## config.mk

```make
export PLATFORM = sky130hd
export DESIGN_NAME = pit_chan
export DESIGN_NICKNAME = d
export VERILOG_FILES = /design/src/rtl/pit_pkg.sv /design/src/rtl/pit_ctrl_dec.sv /design/src/rtl/pit_load_seq.sv /design/src/rtl/pit_down_cnt.sv /design/src/rtl/pit_chan.sv
export SDC_FILE = /design/constraint.sdc
export NUM_CORES = 1
export LEC_CHECK = 0
export ABC_AREA = 1
export CAP_MARGIN = 20
export CORE_MARGIN = 8
export CORE_UTILIZATION = 56
export CTS_BUF_LIST = sky130_fd_sc_hd__clkbuf_4
export DETAILED_ROUTE_END_ITERATION = 16
export GPL_TIMING_DRIVEN = 0
export HOLD_SLACK_MARGIN = 0.03
export PLACE_DENSITY = 0.8
export SLEW_MARGIN = 10
export SYNTH_ARGS = -nofsm -noshare
export SYNTH_HDL_FRONTEND = slang
export SYNTH_SLANG_ARGS = --single-unit
export TNS_END_PERCENT = 20
```

## constraint.sdc

```tcl
create_clock -name clk -period 2.65 [get_ports clk]
set_input_delay 0.53 -clock clk [delete_from_list [all_inputs] [get_ports clk]]
set_output_delay 0.53 -clock clk [all_outputs]
set_load 0.1 [all_outputs]
```

## src/rtl/pit_pkg.sv

```systemverilog
package pit_pkg;

   typedef enum logic [1:0] {
      ACC_LATCH = 2'b00,
      ACC_LO    = 2'b01,
      ACC_HI    = 2'b10,
      ACC_WORD  = 2'b11
   } acc_e;

   localparam logic [1:0] ADDR_DATA   = 2'd0;
   localparam logic [1:0] ADDR_CTRL   = 2'd1;
   localparam logic [1:0] ADDR_STATUS = 2'd2;

   localparam int STAT_OUT_BIT  = 5;
   localparam int STAT_SPKR_BIT = 1;
   localparam int STAT_GATE_BIT = 0;

endpackage

```

## src/rtl/pit_ctrl_dec.sv

```systemverilog
module pit_ctrl_dec
   import pit_pkg::*;
#(
   parameter int CHANNEL_ID = 2,
   parameter int DATA_W     = 8
) (
   input  logic              ctrl_we,
   input  logic [DATA_W-1:0] cw,
   output logic              accept,
   output logic              reject,
   output acc_e              acc_new,
   output logic              bcd_new
);
   localparam logic [1:0] SEL_ME   = 2'(CHANNEL_ID);
   localparam logic [2:0] MODE_ONE = 3'd0;

   logic [1:0] sel_f;
   logic [2:0] mode_f;

   always_comb begin
      sel_f   = cw[7:6];
      acc_new = acc_e'(cw[5:4]);
      mode_f  = cw[3:1];
      bcd_new = cw[0];
      accept  = ctrl_we && (sel_f == SEL_ME) && (acc_new != ACC_LATCH)
                && (mode_f == MODE_ONE);
      reject  = ctrl_we && !accept;
   end

endmodule

```

## src/rtl/pit_load_seq.sv

```systemverilog
module pit_load_seq
   import pit_pkg::*;
#(
   parameter int DATA_W = 8,
   localparam int CNT_W = 2 * DATA_W
) (
   input  logic              clk,
   input  logic              rst_n,
   input  logic              ctrl_acc,
   input  acc_e              acc_new,
   input  logic              data_we,
   input  logic [DATA_W-1:0] data,
   output logic              load_stb,
   output logic [CNT_W-1:0]  load_val
);
   logic              armed_q;
   acc_e              acc_q;
   logic              hi_phase_q;
   logic [DATA_W-1:0] lo_q;

   always_ff @(posedge clk or negedge rst_n) begin
      if (!rst_n) begin
         armed_q    <= 1'b0;
         acc_q      <= ACC_WORD;
         hi_phase_q <= 1'b0;
         lo_q       <= '0;
      end else if (ctrl_acc) begin
         armed_q    <= 1'b1;
         acc_q      <= acc_new;
         hi_phase_q <= 1'b0;
      end else if (data_we && armed_q && acc_q == ACC_WORD) begin
         if (!hi_phase_q) begin
            lo_q       <= data;
            hi_phase_q <= 1'b1;
         end else begin
            hi_phase_q <= 1'b0;
         end
      end
   end

   always_comb begin
      load_stb = data_we && armed_q && !ctrl_acc
                 && ((acc_q != ACC_WORD) || hi_phase_q);
      unique case (acc_q)
         ACC_LO:  load_val = {{DATA_W{1'b0}}, data};
         ACC_HI:  load_val = {data, {DATA_W{1'b0}}};
         default: load_val = {data, lo_q};
      endcase
   end

   // nothing loads before a control word has been accepted
   a_r12_no_load_unarmed: assert property (@(posedge clk) disable iff (!rst_n)
      !armed_q |-> !load_stb);

endmodule

```

## src/rtl/pit_down_cnt.sv

```systemverilog
module pit_down_cnt #(
   parameter int CNT_W = 16,
   localparam int DIG  = CNT_W / 4
) (
   input  logic             clk,
   input  logic             rst_n,
   input  logic             stop,
   input  logic             load,
   input  logic [CNT_W-1:0] load_val,
   input  logic             bcd,
   input  logic             step,
   output logic             term
);
   logic [CNT_W-1:0] cnt_q;
   logic             running_q;
   logic [CNT_W-1:0] bin_next;
   logic [CNT_W-1:0] bcd_next;
   logic [CNT_W-1:0] nxt;
   logic [DIG-1:0]   borrow;

   assign borrow[0] = 1'b1;

   for (genvar g = 0; g < DIG; g++) begin : g_digit
      logic [3:0] d;
      assign d = cnt_q[4*g +: 4];
      assign bcd_next[4*g +: 4] = borrow[g] ? ((d == 4'd0) ? 4'd9 : d - 4'd1) : d;
      if (g < DIG - 1) begin : g_chain
         assign borrow[g+1] = borrow[g] & (d == 4'd0);
      end
   end

   always_comb begin
      bin_next = cnt_q - 1'b1;
      nxt      = bcd ? bcd_next : bin_next;
      term     = step && running_q && !load && !stop && (nxt == '0);
   end

   always_ff @(posedge clk or negedge rst_n) begin
      if (!rst_n) begin
         cnt_q     <= '0;
         running_q <= 1'b0;
      end else if (stop) begin
         running_q <= 1'b0;
      end else if (load) begin
         cnt_q     <= load_val;
         running_q <= 1'b1;
      end else if (step && running_q) begin
         cnt_q <= nxt;
      end
   end

   // without a step, load or stop the count is frozen
   a_r8_hold_without_step: assert property (@(posedge clk) disable iff (!rst_n)
      (!step && !load && !stop) |=> $stable(cnt_q));

   // a load always restarts the countdown
   a_r10_load_runs: assert property (@(posedge clk) disable iff (!rst_n)
      (load && !stop) |=> running_q);

endmodule

```

## src/rtl/pit_chan.sv

```systemverilog
module pit_chan
   import pit_pkg::*;
#(
   parameter int CHANNEL_ID = 2,
   parameter int DATA_W     = 8,
   localparam int CNT_W     = 2 * DATA_W
) (
   input  logic              clk,
   input  logic              rst_n,
   input  logic              tick_en,
   input  logic              wr_en,
   input  logic [1:0]        wr_addr,
   input  logic [DATA_W-1:0] wr_data,
   output logic              out_o,
   output logic              gate_o,
   output logic              spkr_o,
   output logic [DATA_W-1:0] status_o
);
   if (CHANNEL_ID < 0 || CHANNEL_ID > 2) begin : g_bad_chan
      $error("pit_chan: CHANNEL_ID must be 0, 1 or 2");
   end
   if (DATA_W < 8 || (DATA_W % 4) != 0) begin : g_bad_width
      $error("pit_chan: DATA_W must be a multiple of 4 and at least 8");
   end

   logic             ctrl_we, data_we, stat_we;
   logic             ctrl_acc, ctrl_rej;
   acc_e             acc_new;
   logic             bcd_new;
   logic             bcd_q;
   logic             load_stb;
   logic [CNT_W-1:0] load_val;
   logic             term;
   logic             out_q, gate_q, spkr_q;

   always_comb begin
      ctrl_we = wr_en && (wr_addr == ADDR_CTRL);
      data_we = wr_en && (wr_addr == ADDR_DATA);
      stat_we = wr_en && (wr_addr == ADDR_STATUS);
   end

   pit_ctrl_dec #(.CHANNEL_ID(CHANNEL_ID), .DATA_W(DATA_W)) u_dec (
      .ctrl_we (ctrl_we),
      .cw      (wr_data),
      .accept  (ctrl_acc),
      .reject  (ctrl_rej),
      .acc_new (acc_new),
      .bcd_new (bcd_new)
   );

   pit_load_seq #(.DATA_W(DATA_W)) u_seq (
      .clk      (clk),
      .rst_n    (rst_n),
      .ctrl_acc (ctrl_acc),
      .acc_new  (acc_new),
      .data_we  (data_we),
      .data     (wr_data),
      .load_stb (load_stb),
      .load_val (load_val)
   );

   pit_down_cnt #(.CNT_W(CNT_W)) u_cnt (
      .clk      (clk),
      .rst_n    (rst_n),
      .stop     (ctrl_acc),
      .load     (load_stb),
      .load_val (load_val),
      .bcd      (bcd_q),
      .step     (tick_en && gate_q),
      .term     (term)
   );

   always_ff @(posedge clk or negedge rst_n) begin
      if (!rst_n) begin
         bcd_q  <= 1'b0;
         out_q  <= 1'b1;
         gate_q <= 1'b0;
         spkr_q <= 1'b0;
      end else begin
         if (ctrl_acc) bcd_q <= bcd_new;
         if (ctrl_acc || load_stb) out_q <= 1'b0;
         else if (term)            out_q <= 1'b1;
         if (stat_we) begin
            gate_q <= wr_data[STAT_GATE_BIT];
            spkr_q <= wr_data[STAT_SPKR_BIT];
         end
      end
   end

   always_comb begin
      out_o    = out_q;
      gate_o   = gate_q;
      spkr_o   = spkr_q;
      status_o = '0;
      status_o[STAT_OUT_BIT]  = out_q;
      status_o[STAT_SPKR_BIT] = spkr_q;
      status_o[STAT_GATE_BIT] = gate_q;
   end

   // an accepted control word drops OUT on the next cycle
   a_r3_ctrl_drops_out: assert property (@(posedge clk) disable iff (!rst_n)
      ctrl_acc |=> !out_o);

   // a rejected control word keeps the programmed number format
   a_r4_reject_keeps_fmt: assert property (@(posedge clk) disable iff (!rst_n)
      ctrl_rej |=> $stable(bcd_q));

   // OUT stays high until a control word or a count load
   a_r10_out_sticky: assert property (@(posedge clk) disable iff (!rst_n)
      (out_o && !ctrl_acc && !load_stb) |=> out_o);

   // OUT only rises on a terminal count
   a_r7_rise_on_term: assert property (@(posedge clk) disable iff (!rst_n)
      (!out_o && !term) |=> !out_o);

endmodule

```

Word-level counts from Yosys, hierarchy flattened
Cells that the tools add are included.
{ "op_classes": {"add_sub_neg": 5, "muxes": 18, "div": 0, "reduce_logical": 33, "mul": 0, "bitwise": 4, "eq_ne": 7, "magnitude_cmp": 0, "n_shift": 0} }
{ "ops": {"columns": ["cell", "n"], "rows": [
  ["$mux 16", 3],
  ["$pmux 16 s2", 1],
  ["$mux 4", 7],
  ["$logic_not 16->1", 1],
  ["$logic_not 4->1", 4],
  ["$sub 16x1->16 const B", 1],
  ["$sub 4x1->4 const B", 4],
  ["$logic_and 1x1->1", 15],
  ["$reduce_bool 2->1", 5],
  ["$eq 2x2->1 const B", 4],
  ["$mux 1", 7],
  ["$eq 2x1->1 const B", 2],
  ["$logic_not 3->1", 1],
  ["$reduce_and 3->1", 1],
  ["$and 1x1->1", 2],
  ["$logic_not 1->1", 2],
  ["$logic_not 2->1", 1],
  ["$logic_or 1x1->1", 2],
  ["$ne 2x2->1 const B", 1],
  ["$not 1->1", 2],
  ["$reduce_and 2->1", 1]
]} }
{ "totals": {"word_cells": 77, "latchBits": 0, "ramBits": 0, "memories": 0, "input_bits": 14, "ff_bits": 33, "out_inout_bits": 11, "romBits": 0} }

Longest topological paths before layout
{ "depth": {"ltp_word": 14, "depth_mapped": 14, "mapped_depth_nobuf": 14} }

Hierarchy
From an unflattened synthesis, not the netlist that was laid out.
{ "unflattened": {"cells_unflattened": 396, "hier_area_um2": 2611.3} }
{ "by_module_without_submodules": {"columns": ["module", "seq_area_each_um2", "cells_each", "instances", "area_each_um2"], "rows": [
  ["pit_down_cnt", 425.4, 257, 1, 1561.5],
  ["pit_load_seq", 302.8, 93, 1, 728.2],
  ["pit_chan", 101.3, 31, 1, 249.0],
  ["pit_ctrl_dec", 0.0, 15, 1, 72.6]
]} }

Worst setup path before layout
OpenSTA, ideal clock, no wires.
{ "synth_path": {"path_type": "reg2reg", "startpoint": "register gate_q (netlist: gate_o)", "endpoint": "register u_cnt.cnt_q[0]", "setup_slack_ns": 0.652, "path_stages_with_launch": 7, "arrival_ns": 1.864, "setup_ns": 0.135, "n_path_buf": 1, "period_less_slack_ns": 1.998, "required_ns": 2.515, "path_cell_list": "dfrtp_1 > nand3_1 > nor2_2 > nor2_8 > inv_2 > buf_2 > o211ai_1"} }
{ "synth_between": {"elab_chain_len": 4} }
{ "synth_rtl": {"columns": ["item", "line", "rtl"], "rows": [
  ["start: declaration", "pit_chan.sv:34", "logic out_q, gate_q, spkr_q;"],
  ["start signal: assignment", "pit_chan.sv:84", "gate_q <= wr_data[STAT_GATE_BIT];"],
  ["$logic_and 1x1->1", "pit_chan.sv:69", ".step (tick_en && gate_q),"],
  ["$logic_and 1x1->1", "pit_down_cnt.sv:47", "end else if (step && running_q) begin"],
  ["$reduce_bool 2->1 (no line)", null, null],
  ["$reduce_and 2->1 (no line)", null, null],
  ["end signal: assignment", "pit_down_cnt.sv:45", "cnt_q <= load_val;"],
  ["end signal: assignment", "pit_down_cnt.sv:48", "cnt_q <= nxt;"],
  ["end: declaration", "pit_down_cnt.sv:14", "logic [CNT_W-1:0] cnt_q;"]
]} }
No other way between the ends.
A chain may end at the register's enable or synchronous reset.

Worst setup path in the final report
{ "layout_path": {"startpoint": "register out_q (netlist: out_o)", "endpoint": "output port out_o"} }
{ "layout_rtl": {"columns": ["item", "line", "rtl"], "rows": [
  ["start: declaration", "pit_chan.sv:34", null],
  ["start signal: assignment", "pit_chan.sv:76", "out_q <= 1'b1;"],
  ["start signal: assignment", "pit_chan.sv:81", "if (ctrl_acc || load_stb) out_q <= 1'b0;"],
  ["start signal: assignment", "pit_chan.sv:82", "else if (term) out_q <= 1'b1;"],
  ["end: declaration", "pit_chan.sv:14", "output logic out_o,"]
]} }
No word-level cell between the ends.

==> out/qor.tcl <==
set qor(cts-htree-levels) 2
set qor(die_area_um2) 6690
set qor(path_buf_inv) 1
set qor(timing.final.crit_period_ps) 2550
set qor(tritoncts.num_buffers) 5
set qor(synth-warning-count) 0
set qor(final_cells) 440
set qor(cts-root-buf) {clkbuf_4}
set qor(critical_path_class) {register to primary output}
set qor(cts-root-to-sink-buffers) 2
set qor(wl_per_cell_um) 13.8
set qor(timing.setup.tns_ps) 0
set qor(route.detailed.vias_per_inst) 5.48
set qor(synth_sequential_area_ratio_pct) 34.2
set qor(overflow) 0
set qor(mostFrequentLayoutCells) {108 x nand2_1, 39 x inv_1, 35 x nand3_1}
set qor(layout.area.seq_um2) 830
set qor(leakagePower_uw) 0.00133
set qor(design_power_total_uw) 2540
set qor(most_common_library_cell_in_the_layout_ignoring_fill_and_taps) {nand2_1}
set qor(number_of_hold_buffers_added_after_cts) 0
set qor(post_dp_cell_area_um2) 2690
set qor(antenna_left) 0
set qor(status) {finished, final reports clean}
set qor(die_height_um) 81.8
set qor(synthToLayoutAreaGrowth_pct) 13.4
set qor(cts_tree) {done}
set qor(crit_path_max_fanout) 3
set qor(floorplan.rows) 24
set qor(dr_wl_met2_um) 2980
set qor(grt_first_pass_wirelength_um) 10600
set qor(gr-usage-all-layers_pct) 19.9
set qor(critical_path_arrival_ps) 2020
set qor(layout-drive-gt1-share_pct) 11.1
set qor(vias_in_the_first_global_route) 2288
set qor(syn_inst) 357
set qor(critical_path.max_stage_delay_ps) 1130
set qor(wl_met3_um) 290
set qor(synthesis.area_per_instance_um2) 6.79
set qor(via_count) 2413
set qor(dp_cells) 432
set qor(num_io_pins) 25
set qor(largest_family_of_logic_cells_by_synthesized_area) {simple AND/OR/NAND/NOR gates}
set qor(worstSetupStartpointType) {register}
set qor(antenna_violations_before_repair) 0
set qor(endpoint_kind) {primary output}
set qor(worst_ir_drop_vdd_mv) 0.556
set qor(crit_required_ps) 2120
set qor(final_core_utilization_pct) 64.4
set qor(yosys.cell_types.count) 36
set qor(synth_seq_cells) 33
set qor(placeableCoreArea_um2) 4260
set qor(detail_route.drc_violations) 0
set qor(power_density_nw_per_um2) 926
set qor(stdcell_area_um2) 2750
set qor(floorplan.initialDensity_pct) 56.8
set qor(timing_hold_violations_final) 0
set qor(grt_max_degree) 34
set qor(finalCritPeriodShare_pct) 96.1
set qor(finClkSkew_ps) 13.9
set qor(synth_mux_area_share_pct) 0
set qor(die_width_um) 81.8
set qor(drv_slew) 0
set qor(dp.final_hpwl_um) 4610
set qor(num_antenna_cells) 0
set qor(pre_antenna_drt_iters) 4
set qor(place.gp.congestion) 0.902
set qor(synth.cell_area_um2) 2420
set qor(nFillCells) 389
set qor(slowest_cell_on_crit_path) {clkdlybuf4s50_1}
set qor(multi_input_comb_area_um2) 1350
set qor(rsz0062_at_grt) {false}
set qor(maxUsedRoutingLayer) {met4}
set qor(first_iteration_detailed_routing_drc_count) 217
set qor(finalWirelength_um) 6060
set qor(synth-xor-area-share_pct) 0.362
set qor(synth_top_flop_cell) {dfrtp_1}
set qor(synth_compound_area_share_pct) 14.5
set qor(num-nets-final) 406
set qor(worstMarginPinSlew_ps) 985
set qor(synth_fa_ha_area_share_pct) 2.58
set qor(yosys.area_share.simple_pct) 37.3
set qor(met1_wl_um) 2690
set qor(max-cap-violations) 0
set qor(worst_skew_pair.late_latency_ps) 350
set qor(place.port_buffers) 19
set qor(synth_edf_count) 0
set qor(max-slew-margin-rel_pct) 34.1
set qor(fmax_mhz) 393
set qor(crit_chain) {clkdlybuf4s50_1}
set qor(critical-path-top-delay-family) {buffers and inverters}
set qor(cts.clk_slew.worst_paths_ps) 110
set qor(report.final.setup_viol) 0
set qor(hold_wc_path_type) {input pin to async pin}
set qor(async_flop_share_pct) 100
set qor(tritoncts_num_sinks) 33
worst paths after layout:
| check | start | cells after the start | endpoint | slack [ps] |
|---|---|---|---|---|
| worst min-delay path | rst_n | 1 | spkr_o | 230 |
| worst max register to register | u_cnt.cnt_q[0] | 12 | out_o | 620 |
| worst min register to register | out_o | 2 | out_o | 490 |
| max in group asynchronous | rst_n | 1 | u_cnt.cnt_q[5] | 1920 |
| min in group clk | out_o | 2 | out_o | 490 |
| worst max-delay path | out_o | 1 | out_o | 100 |
cells by family after synthesis:
group,after synthesis
flip-flops,33
adder cells (fa/ha/maj),5
AO/OA/AOI/OAI,60
buffers and inverters,59
AND/OR/NAND/NOR,198
XOR/XNOR,1
other,1
synth_stat cells, drive strengths merged (4+ instances only):
cell    count  area [um^2]
nand2     112          435
inv        43          161
o21ai      38          190
nand4       7         43.8
nand3      36          185
ha          5         62.6
buf        12         86.3
o211ai      9         67.6
o22ai       4         25.0
dfrtp      30          751
nor2       35          188
cell type report:
class / instances / share of cell area, %
buffer: 14 / 3.42
clock buffer: 7 / 1.91
clock inverter: 1 / 0.137
inverter: 45 / 6.15
multi-input combinational: 269 / 49.0
sequential: 33 / 30.2
tap: 52 / 2.37
timing repair buffer: 19 / 6.83
flip-flops by register name (all words and copies together) (netlist names):
register,cells
u_cnt.running_q,1
gate_o,1
u_seq.lo_q,8
u_seq.armed_q,1
bcd_q,1
out_o,1
spkr_o,1
u_seq.hi_phase_q,1
u_seq.acc_q,2
u_cnt.cnt_q,16
per-stage QoR:
stage                     hold slack [ps]  worst slack [ps]
final                                 232               103
after global routing                  292              63.1
after CTS                             259              6.83
after detailed placement              471               264
after global placement                458               244
after floorplan                       234               652
metal layers:
| metal | vias to the layer above | global-route usage, % |
|---|---|---|
| li1 | 1224 | - |
| met1 | 1117 | 25.7 |
| met2 | 59 | 33.0 |
| met3 | 13 | 2.30 |
| met4 | 0 | 7.72 |
| met5 | - | 0 |
power breakdown:
part | switching, uW | internal (uW)
registers | 183 | 636
clock network | 170 | 122
logic | 969 | 463
total | 1320 | 1220
what timing repair did:
item	CTS	global route
gates resized for setup	0	1
endpoints found under the setup margin	0	1
setup buffers	0	0
endpoints found under the hold margin	0	0
(Power assumes the default switching activity.)
